File: src/rtl/psat_pkg.sv
package psat_pkg;
  localparam int LANE_W_DEF = 16;
  localparam int SH_W_DEF   = 2;

  typedef enum logic [2:0] {
    OP_ADD_SS = 3'd0,
    OP_SUB_SS = 3'd1,
    OP_ADD_US = 3'd2,
    OP_SUB_US = 3'd3,
    OP_AVG    = 3'd4,
    OP_SHL_AD = 3'd5,
    OP_SHR_AD = 3'd6,
    OP_NONE   = 3'd7
  } psat_op_e;
endpackage

File: src/rtl/psat_clamp.sv
module psat_clamp #(
  parameter int W  = 16,
  parameter int IW = 21
) (
  input  logic signed [IW-1:0] sum_i,
  input  logic                 uns_i,
  output logic [W-1:0]         res_o
);
  localparam logic signed [IW-1:0] S_MAX = IW'((1 << (W-1)) - 1);
  localparam logic signed [IW-1:0] S_MIN = ~S_MAX;
  localparam logic signed [IW-1:0] U_MAX = IW'((1 << W) - 1);

  always_comb begin
    res_o = sum_i[W-1:0];
    if (uns_i) begin
      if (sum_i < 0)          res_o = '0;
      else if (sum_i > U_MAX) res_o = '1;
    end else begin
      if (sum_i > S_MAX)      res_o = {1'b0, {(W-1){1'b1}}};
      else if (sum_i < S_MIN) res_o = {1'b1, {(W-1){1'b0}}};
    end
  end
endmodule

File: src/rtl/psat_lane.sv
module psat_lane
  import psat_pkg::*;
#(
  parameter int W    = 16,
  parameter int SH_W = 2
) (
  input  logic [W-1:0]    a_i,
  input  logic [W-1:0]    b_i,
  input  psat_op_e        op_i,
  input  logic [SH_W-1:0] sh_i,
  output logic [W-1:0]    res_o
);
  // headroom: largest left shift plus one carry bit plus one spare
  localparam int IW = W + (1 << SH_W) + 1;

  logic signed [IW-1:0] a_s, b_s, a_z, b_z, sum;
  logic                 uns;
  logic [W-1:0]         clamped, avg;

  assign a_s = {{(IW-W){a_i[W-1]}}, a_i};
  assign b_s = {{(IW-W){b_i[W-1]}}, b_i};
  assign a_z = {{(IW-W){1'b0}}, a_i};
  assign b_z = {{(IW-W){1'b0}}, b_i};

  always_comb begin
    uns = 1'b0;
    unique case (op_i)
      OP_ADD_SS: sum = a_s + b_s;
      OP_SUB_SS: sum = a_s - b_s;
      OP_ADD_US: begin sum = a_z + b_s; uns = 1'b1; end
      OP_SUB_US: begin sum = a_z - b_s; uns = 1'b1; end
      OP_AVG:    sum = a_z + b_z;
      OP_SHL_AD: sum = (a_s <<< sh_i) + b_s;
      OP_SHR_AD: sum = (a_s >>> sh_i) + b_s;
      default:   sum = '0;
    endcase
  end

  // sticky average: keep bits W..1, fold the dropped bit into bit 0
  assign avg = {sum[W:2], sum[1] | sum[0]};

  psat_clamp #(.W(W), .IW(IW)) u_clamp (
    .sum_i (sum),
    .uns_i (uns),
    .res_o (clamped)
  );

  always_comb begin
    unique case (op_i)
      OP_AVG:  res_o = avg;
      OP_NONE: res_o = '0;
      default: res_o = clamped;
    endcase
  end
endmodule

File: src/rtl/psat_unit.sv
module psat_unit
  import psat_pkg::*;
#(
  parameter  int LANES  = 4,
  parameter  int LANE_W = LANE_W_DEF,
  parameter  int SH_W   = SH_W_DEF,
  localparam int DW     = LANES * LANE_W
) (
  input  logic            clk,
  input  logic            rst_n,
  input  logic            in_valid,
  output logic            in_ready,
  input  logic [DW-1:0]   in_a,
  input  logic [DW-1:0]   in_b,
  input  logic [2:0]      in_op,
  input  logic [SH_W-1:0] in_sh,
  output logic            out_valid,
  input  logic            out_ready,
  output logic [DW-1:0]   out_data
);
  logic [DW-1:0] lane_res;
  logic          accept;
  psat_op_e      op;

  assign op       = psat_op_e'(in_op);
  assign in_ready = !out_valid || out_ready;
  assign accept   = in_valid && in_ready;

  for (genvar g = 0; g < LANES; g++) begin : g_lane
    psat_lane #(.W(LANE_W), .SH_W(SH_W)) u_lane (
      .a_i   (in_a[g*LANE_W +: LANE_W]),
      .b_i   (in_b[g*LANE_W +: LANE_W]),
      .op_i  (op),
      .sh_i  (in_sh),
      .res_o (lane_res[g*LANE_W +: LANE_W])
    );
  end

  always_ff @(posedge clk or negedge rst_n) begin
    if (!rst_n) begin
      out_valid <= 1'b0;
      out_data  <= '0;
    end else if (accept) begin
      out_valid <= 1'b1;
      out_data  <= lane_res;
    end else if (out_ready) begin
      out_valid <= 1'b0;
    end
  end

  assert_accept_R8: assert property (@(posedge clk) disable iff (!rst_n)
    accept |=> out_valid);

  assert_stall_hold_R9: assert property (@(posedge clk) disable iff (!rst_n)
    (out_valid && !out_ready) |=> (out_valid && $stable(out_data)));

  assert_unused_zero_R7: assert property (@(posedge clk) disable iff (!rst_n)
    (accept && in_op == 3'd7) |=> (out_data == '0));

  assert_avg_self_R4: assert property (@(posedge clk) disable iff (!rst_n)
    (accept && in_op == 3'd4 && in_a == in_b) |=> (out_data == $past(in_a)));

  assert_add_zero_R2: assert property (@(posedge clk) disable iff (!rst_n)
    (accept && in_op == 3'd0 && in_b == '0) |=> (out_data == $past(in_a)));
endmodule

File: config.mk
export PLATFORM = sky130hd
export DESIGN_NAME = psat_unit
export DESIGN_NICKNAME = d
export VERILOG_FILES = /design/src/rtl/psat_pkg.sv /design/src/rtl/psat_clamp.sv /design/src/rtl/psat_lane.sv /design/src/rtl/psat_unit.sv
export SDC_FILE = /design/constraint.sdc
export NUM_CORES = 1
export LEC_CHECK = 0
export ABC_AREA = 0
export BUFFER_PORTS_ARGS = -buffer_cell sky130_fd_sc_hd__clkbuf_2
export CORE_ASPECT_RATIO = 1.2
export CORE_MARGIN = 2
export CORE_UTILIZATION = 56
export CTS_BUF_LIST = sky130_fd_sc_hd__clkbuf_16
export DETAILED_ROUTE_END_ITERATION = 12
export PLACE_DENSITY = 0.77
export RECOVER_POWER = 25
export SLEW_MARGIN = 20
export SYNTH_ARGS = -nofsm -noshare
export SYNTH_HDL_FRONTEND = slang
export SYNTH_SLANG_ARGS = --single-unit
File: constraint.sdc
create_clock -name clk -period 1.69 [get_ports clk]
set_clock_uncertainty 0.1 [all_clocks]
set_input_delay 0.169 -clock clk [delete_from_list [all_inputs] [get_ports clk]]
set_output_delay 0.169 -clock clk [all_outputs]
set_load 0.03 [all_outputs]
==> results.md, run 1 <==
- Mean post-synth cell area: between 6 and 7 um^2
- DP Wirelength: a little over 70000 um
- Die W: 172 um
- Register bit total from synthesis: 65
- Port bufs: approximately 200
- Mapped Nets: 3098
- Status: aborted with a tool error
- Num CTS Buffers: 9
- CTS sink cnt: between 60 and 70
- Synth area leader: ha_1
- H-tree level count: 3
- Post-Synthesis Cell Area: 19000 um^2
- Total track usage: 0.724
- Die Span Y: 206 um
- Failed at: global routing (5_1_grt)
- Initial core utilization: 0.570
- Clock root buffer: clkbuf_16
- Error message: [ERROR GRT-0232] Routing congestion too high. Check the congestion heatmap in the GUI.
- Cells after Synth: roughly 2700
- Post-synth top flop: dfrtp_1
- Clock buffer depth: 2
- Largest net degree at the start of global routing: 33
- Worst endpoint type: sequential cell input
- GR repair worst EP: out_data[10]$_DFFE_PN0P_/D
- Sequential-to-total area share from yosys stat: 0.0855
- Synth top area share: 0.137
- Asr flop ratio synth: 1.00
- Synth top area cells: ha_1 14%, dfrtp_1 8.6%, a21oi_1 7.3%
- Yosys warnings: 0
- GR Overflow Total: 136
- Synth unique cells: between 100 and 150
- GP Congestion: 1.11
- I/O pins: 203
- Cell Rows: 73
- EDFF count, synth: 0
- Dpl ws: -2.84 ns
==> timing repair <==
item | 4_1_cts
hold endpoints to repair | 30
pin swaps | 82
hold buffers | 2
endpoints found under the setup margin | 64
gates cloned | 4
buffers inserted | 39
resized for setup | 163
==> through the flow <==
step                      hold WS, ns  utilization  instance area (um^2)  std cells
after CTS                      0.0567        0.867                 28900       4217
after detailed placement       0.0794        0.823                 27400       4156
after global placement         0.0782        0.823                 27400       4156
after floorplan                -0.227            -                 19500       2741
==> cells in the mapped netlist (14+ instances only) <==
cell type  number
a211oi_1       56
a21o_1         61
a21oi_1       279
a221o_1        21
a221oi_1       33
a22oi_1        37
a31oi_1        42
and2_1         16
buf_1          22
clkbuf_1      123
dfrtp_1        65
ha_1          208
inv_1         162
mux2_2         20
mux2i_1        31
nand2_1       218
nand2b_1       55
nand3_1        83
nor2_1        288
nor2b_1        44
nor3_1         50
o211ai_1       65
o21a_1         25
o21ai_0       172
o21bai_1       38
o221ai_1       19
o22ai_1        56
o31ai_1        35
or2_2          14
xnor2_1        89
xor2_1         34
==> cells by family after synthesis <==
kind of cell,Yosys count,share of synthesized area
buffers and inverters,333,0.0750
flip-flops,65,0.0855
multiplexers,63,0.0424
adder cells (fa/ha/maj),221,0.150
AND/OR/NAND/NOR,851,0.209
XOR/XNOR,123,0.0567
AO/OA/AOI/OAI,1085,0.381
==> per-layer routing <==
metal,GRT overflow,track usage
met5,0,0.203
met4,59,0.718
met3,1,0.535
met2,74,0.922
met1,2,0.721
==> run 2, diff against run 1 <==
Settings changed: CORE_ASPECT_RATIO 1.2 to unset, CORE_UTILIZATION 56 to 40, CTS_BUF_LIST sky130_fd_sc_hd__clkbuf_16 to unset, PLACE_DENSITY 0.77 to unset, PLACE_DENSITY_LB_ADDON set to 0.15.
Clock period 1.69 ns to 2.2 ns, I/O delays scaled along.
==> run 2 against run 1 <==
Compared with the run above: the flow now finishes, with violations (negative setup slack); synthesized cell count did not move; area after synthesis did not move.
==> results.md, run 2 <==
- CTS sink cnt: 65 (unchanged)
- DIE AREA: 49300 um^2
- Routed len/inst: approximately 21 um
- Crit path capture type: flip-flop
- Crit path kind: primary input to flip-flop
- Int Power: 0.00794 W
- Largest net degree at the start of global routing: 66
- Tcrit/Tclk final: 1.91
- Final Worst Setup Slack: -2.01 ns
- Unrepaired setup endpoints after global routing: yes
- Port bufs: 202 (unchanged)
- Clock buffer depth: 2 (unchanged)
- Layout cells sized above 1: 0.417
- Layout area overhead: 61.7%
- Critical Path RT: 2.33 ns
- Max reg flops: 64
- Initial antenna violation count: 2
- Most frequent cell after synthesis: nor2_1
- Core area: 46800 um^2
- Power, Total: 0.0153 W
- Power Dens Cells: 499 nW/um^2
- Clock root buffer: clkbuf_16
- Mean post-synth cell area: 6.94 um^2 (unchanged)
- CP max-delay cell: or3_4
- Final non-filler cell total: 4449
- Fin. Hold Viols: 0
- I/O pins: 203 (unchanged)
- TritonCTS clock tree: built
- DP Cell Count: 4338 (+4.4%)
- Register bit total from synthesis: 65 (unchanged)
- Comb power frac: 0.754
- Cell Rows: 79 (+8.2%)
- GP Congestion: 0.990 (-11%)
- Leakage power: 14.6 nW
- Synth area leader: ha_1
- Failing checks: negative setup slack
- Worst Tran Pin Value: 1.00 ns
- EDFF count, synth: 0 (unchanged)
- CP max FO: 11
- Detailed-route via count: 26500
- Slew Viols, Final: 0
- Vias in the first global route: 25600
- Setup TNS: -118.21 ns
- Worst path bufs/invs: 10
- MaxCap Viol Count: 0
- Commonest non-fill, non-tap cell in the layout: buf_4
- Sequential-to-total area share from yosys stat: 0.0855 (unchanged)
- Synth top area cells: ha_1 14%, dfrtp_1 8.6%, a21oi_1 7.3%
- Num CTS Buffers: 9 (unchanged)
- Post-synth top flop: dfrtp_1
- Setup-failing EPs final: 64
- Routed Antenna Nets: 0
- CP Data Arrival Time: 4.34 ns
- Tmin final: roughly 4.2 ns
- Post-Synthesis Cell Area: 19000 um^2 (unchanged)
- Switching Power: about 0.0074 W
- DP Wirelength: 75000 um (+4.7%)
- Die W: 222 um (+29%)
- Sequential fraction of design power: 0.131
- Switching part of the total power: 0.482
- Largest register by flop count: out_data
- Top cell types by occurrence after synthesis: 288 x nor2_1, 279 x a21oi_1, 218 x nand2_1
- Yosys warnings: 0 (unchanged)
- Crit-path max cell delay: about 0.38 ns
- Initial DRC count: approximately 2500
- Relative slew slack: 0.331
- Worst hold path type: primary input to flip-flop
- Mapped Nets: 3098 (unchanged)
- First-pass GRT wire length: 143000 um
- Synth top area share: 0.137 (unchanged)
- Peak supply drop: approximately 0.00038 V
- WL final: roughly 96000 um
- Dpl ws: -2.39 ns (+0.450 ns)
- Via-per-instance ratio: 5.95
- Die Span Y: 222 um (+7.9%)
- Startpoint types: primary input
- Family with the most delay on the worst path: buffers and inverters
- Cells after Synth: 2741 (unchanged)
- Status: complete, but fails checks
- GR Overflow Total: 0
- Initial core utilization: 0.407 (-0.164)
- Clock transition at path regs: approximately 0.060 ns
- H-tree level count: 3 (unchanged)
- Biggest regs: out_data (64), out_valid (1)
- Clock power share: 0.115
- Worst skew pair latency: 0.35 ns
- Asr flop ratio synth: 1.00 (unchanged)
- 1st-pass router iterations: 5
- DRC Markers: 0
- Most frequent cells in the layout: 976 x buf_4, 270 x nor2_1, 236 x a21oi_1
- Final #Nets: 4193
- Fmax: 0.238 GHz
- Post-layout util: 0.658
- Synth unique cells: 105 (unchanged)
- Total track usage: 0.362
run 2: cell counts after synthesis:
Identical to the previous run, type by type.
run 2: layout make-up:
cell class | count | area (um^2)
timing repair buffer | 1254 | 9680
sequential | 65 | 1630
tap | 607 | 759
multi-input combinational | 2343 | 17700
fill | 4154 | 16000
clock buffer | 10 | 229
antenna | 1 | 2.50
inverter | 163 | 617
clock inverter | 6 | 115
run 2: cell families (layout without fill, tap and decap cells):
kind of cell    Yosys count  in the layout  synth area share
fa+ha+maj               221            221             0.150
xor+xnor                123            123            0.0567
simple gates            851            851             0.209
other cells               0              1                 0
buf+inv                 333           1433            0.0750
mux                      63             63            0.0424
flops                    65             65            0.0855
compound gates         1085           1085             0.381
run 2: final timing paths:
| check | endpoint | cells past startpoint | start | slack [ns] |
|---|---|---|---|---|
| worst min register to register | out_data[5] | 2 | out_data[5] | 0.47 |
| max in group asynchronous | out_data[39] | 2 | rst_n | 0.86 |
| worst max-delay path | out_data[41] | 27 | in_op[1] | -2.01 |
| worst min-delay path | out_valid | 2 | in_valid | 0.02 |
| worst max register to register | out_data[57] | 8 | out_valid | 0.11 |
| min in group asynchronous | out_data[4] | 2 | rst_n | 0.47 |
run 2: stage by stage:
step | hold slack [ns] | instance area, um^2
after floorplan | -0.176 | 19500
after global placement | 0.312 | 27700
after detailed placement | 0.318 | 27700
after CTS | 0.0206 | 29300
after global routing | 0.0324 | 30700
final | 0.0225 | 30700
run 2: power groups by stage:
stage	registers, W	clock network, W	logic, W
CTS	0.00198	0.00177	0.0106
global route	0.00201	0.00180	0.0123
floorplan	0.00246	0	0.00494
finish	0.00201	0.00176	0.0115
detailed placement	0.00200	0	0.0101
global placement	0.00199	0	0.0100
run 2: worst register-to-register path, delay by kind of cell, from the launching register on:
family	cells	cell delay, ns
AOI/OAI and AO/OA	2	0.24
buffers and inverters	2	0.55
DFF	1	0.34
and+or+nand+nor	4	0.75
run 2: routing by layer:
layer  GRT usage  vias to the layer above  wire, um
met3      0.0412                      235      6510
met2       0.598                     1190     43800
met5           0                        -         0
met1       0.483                    12700     41400
met4       0.140                        0      3900
li1            -                    12400         -
run 2: repair_timing:
| item | CTS | global route |
|---|---|---|
| hold endpoints to repair | 65 | 0 |
| endpoints found under the setup margin | 64 | 64 |
| buffers inserted | 38 | 43 |
| hold buffers | 1 | 0 |
| gates cloned | 6 | 9 |
| pin swaps | 87 | 144 |
| resized for setup | 165 | 203 |
Power figures use the tool's default switching activity.
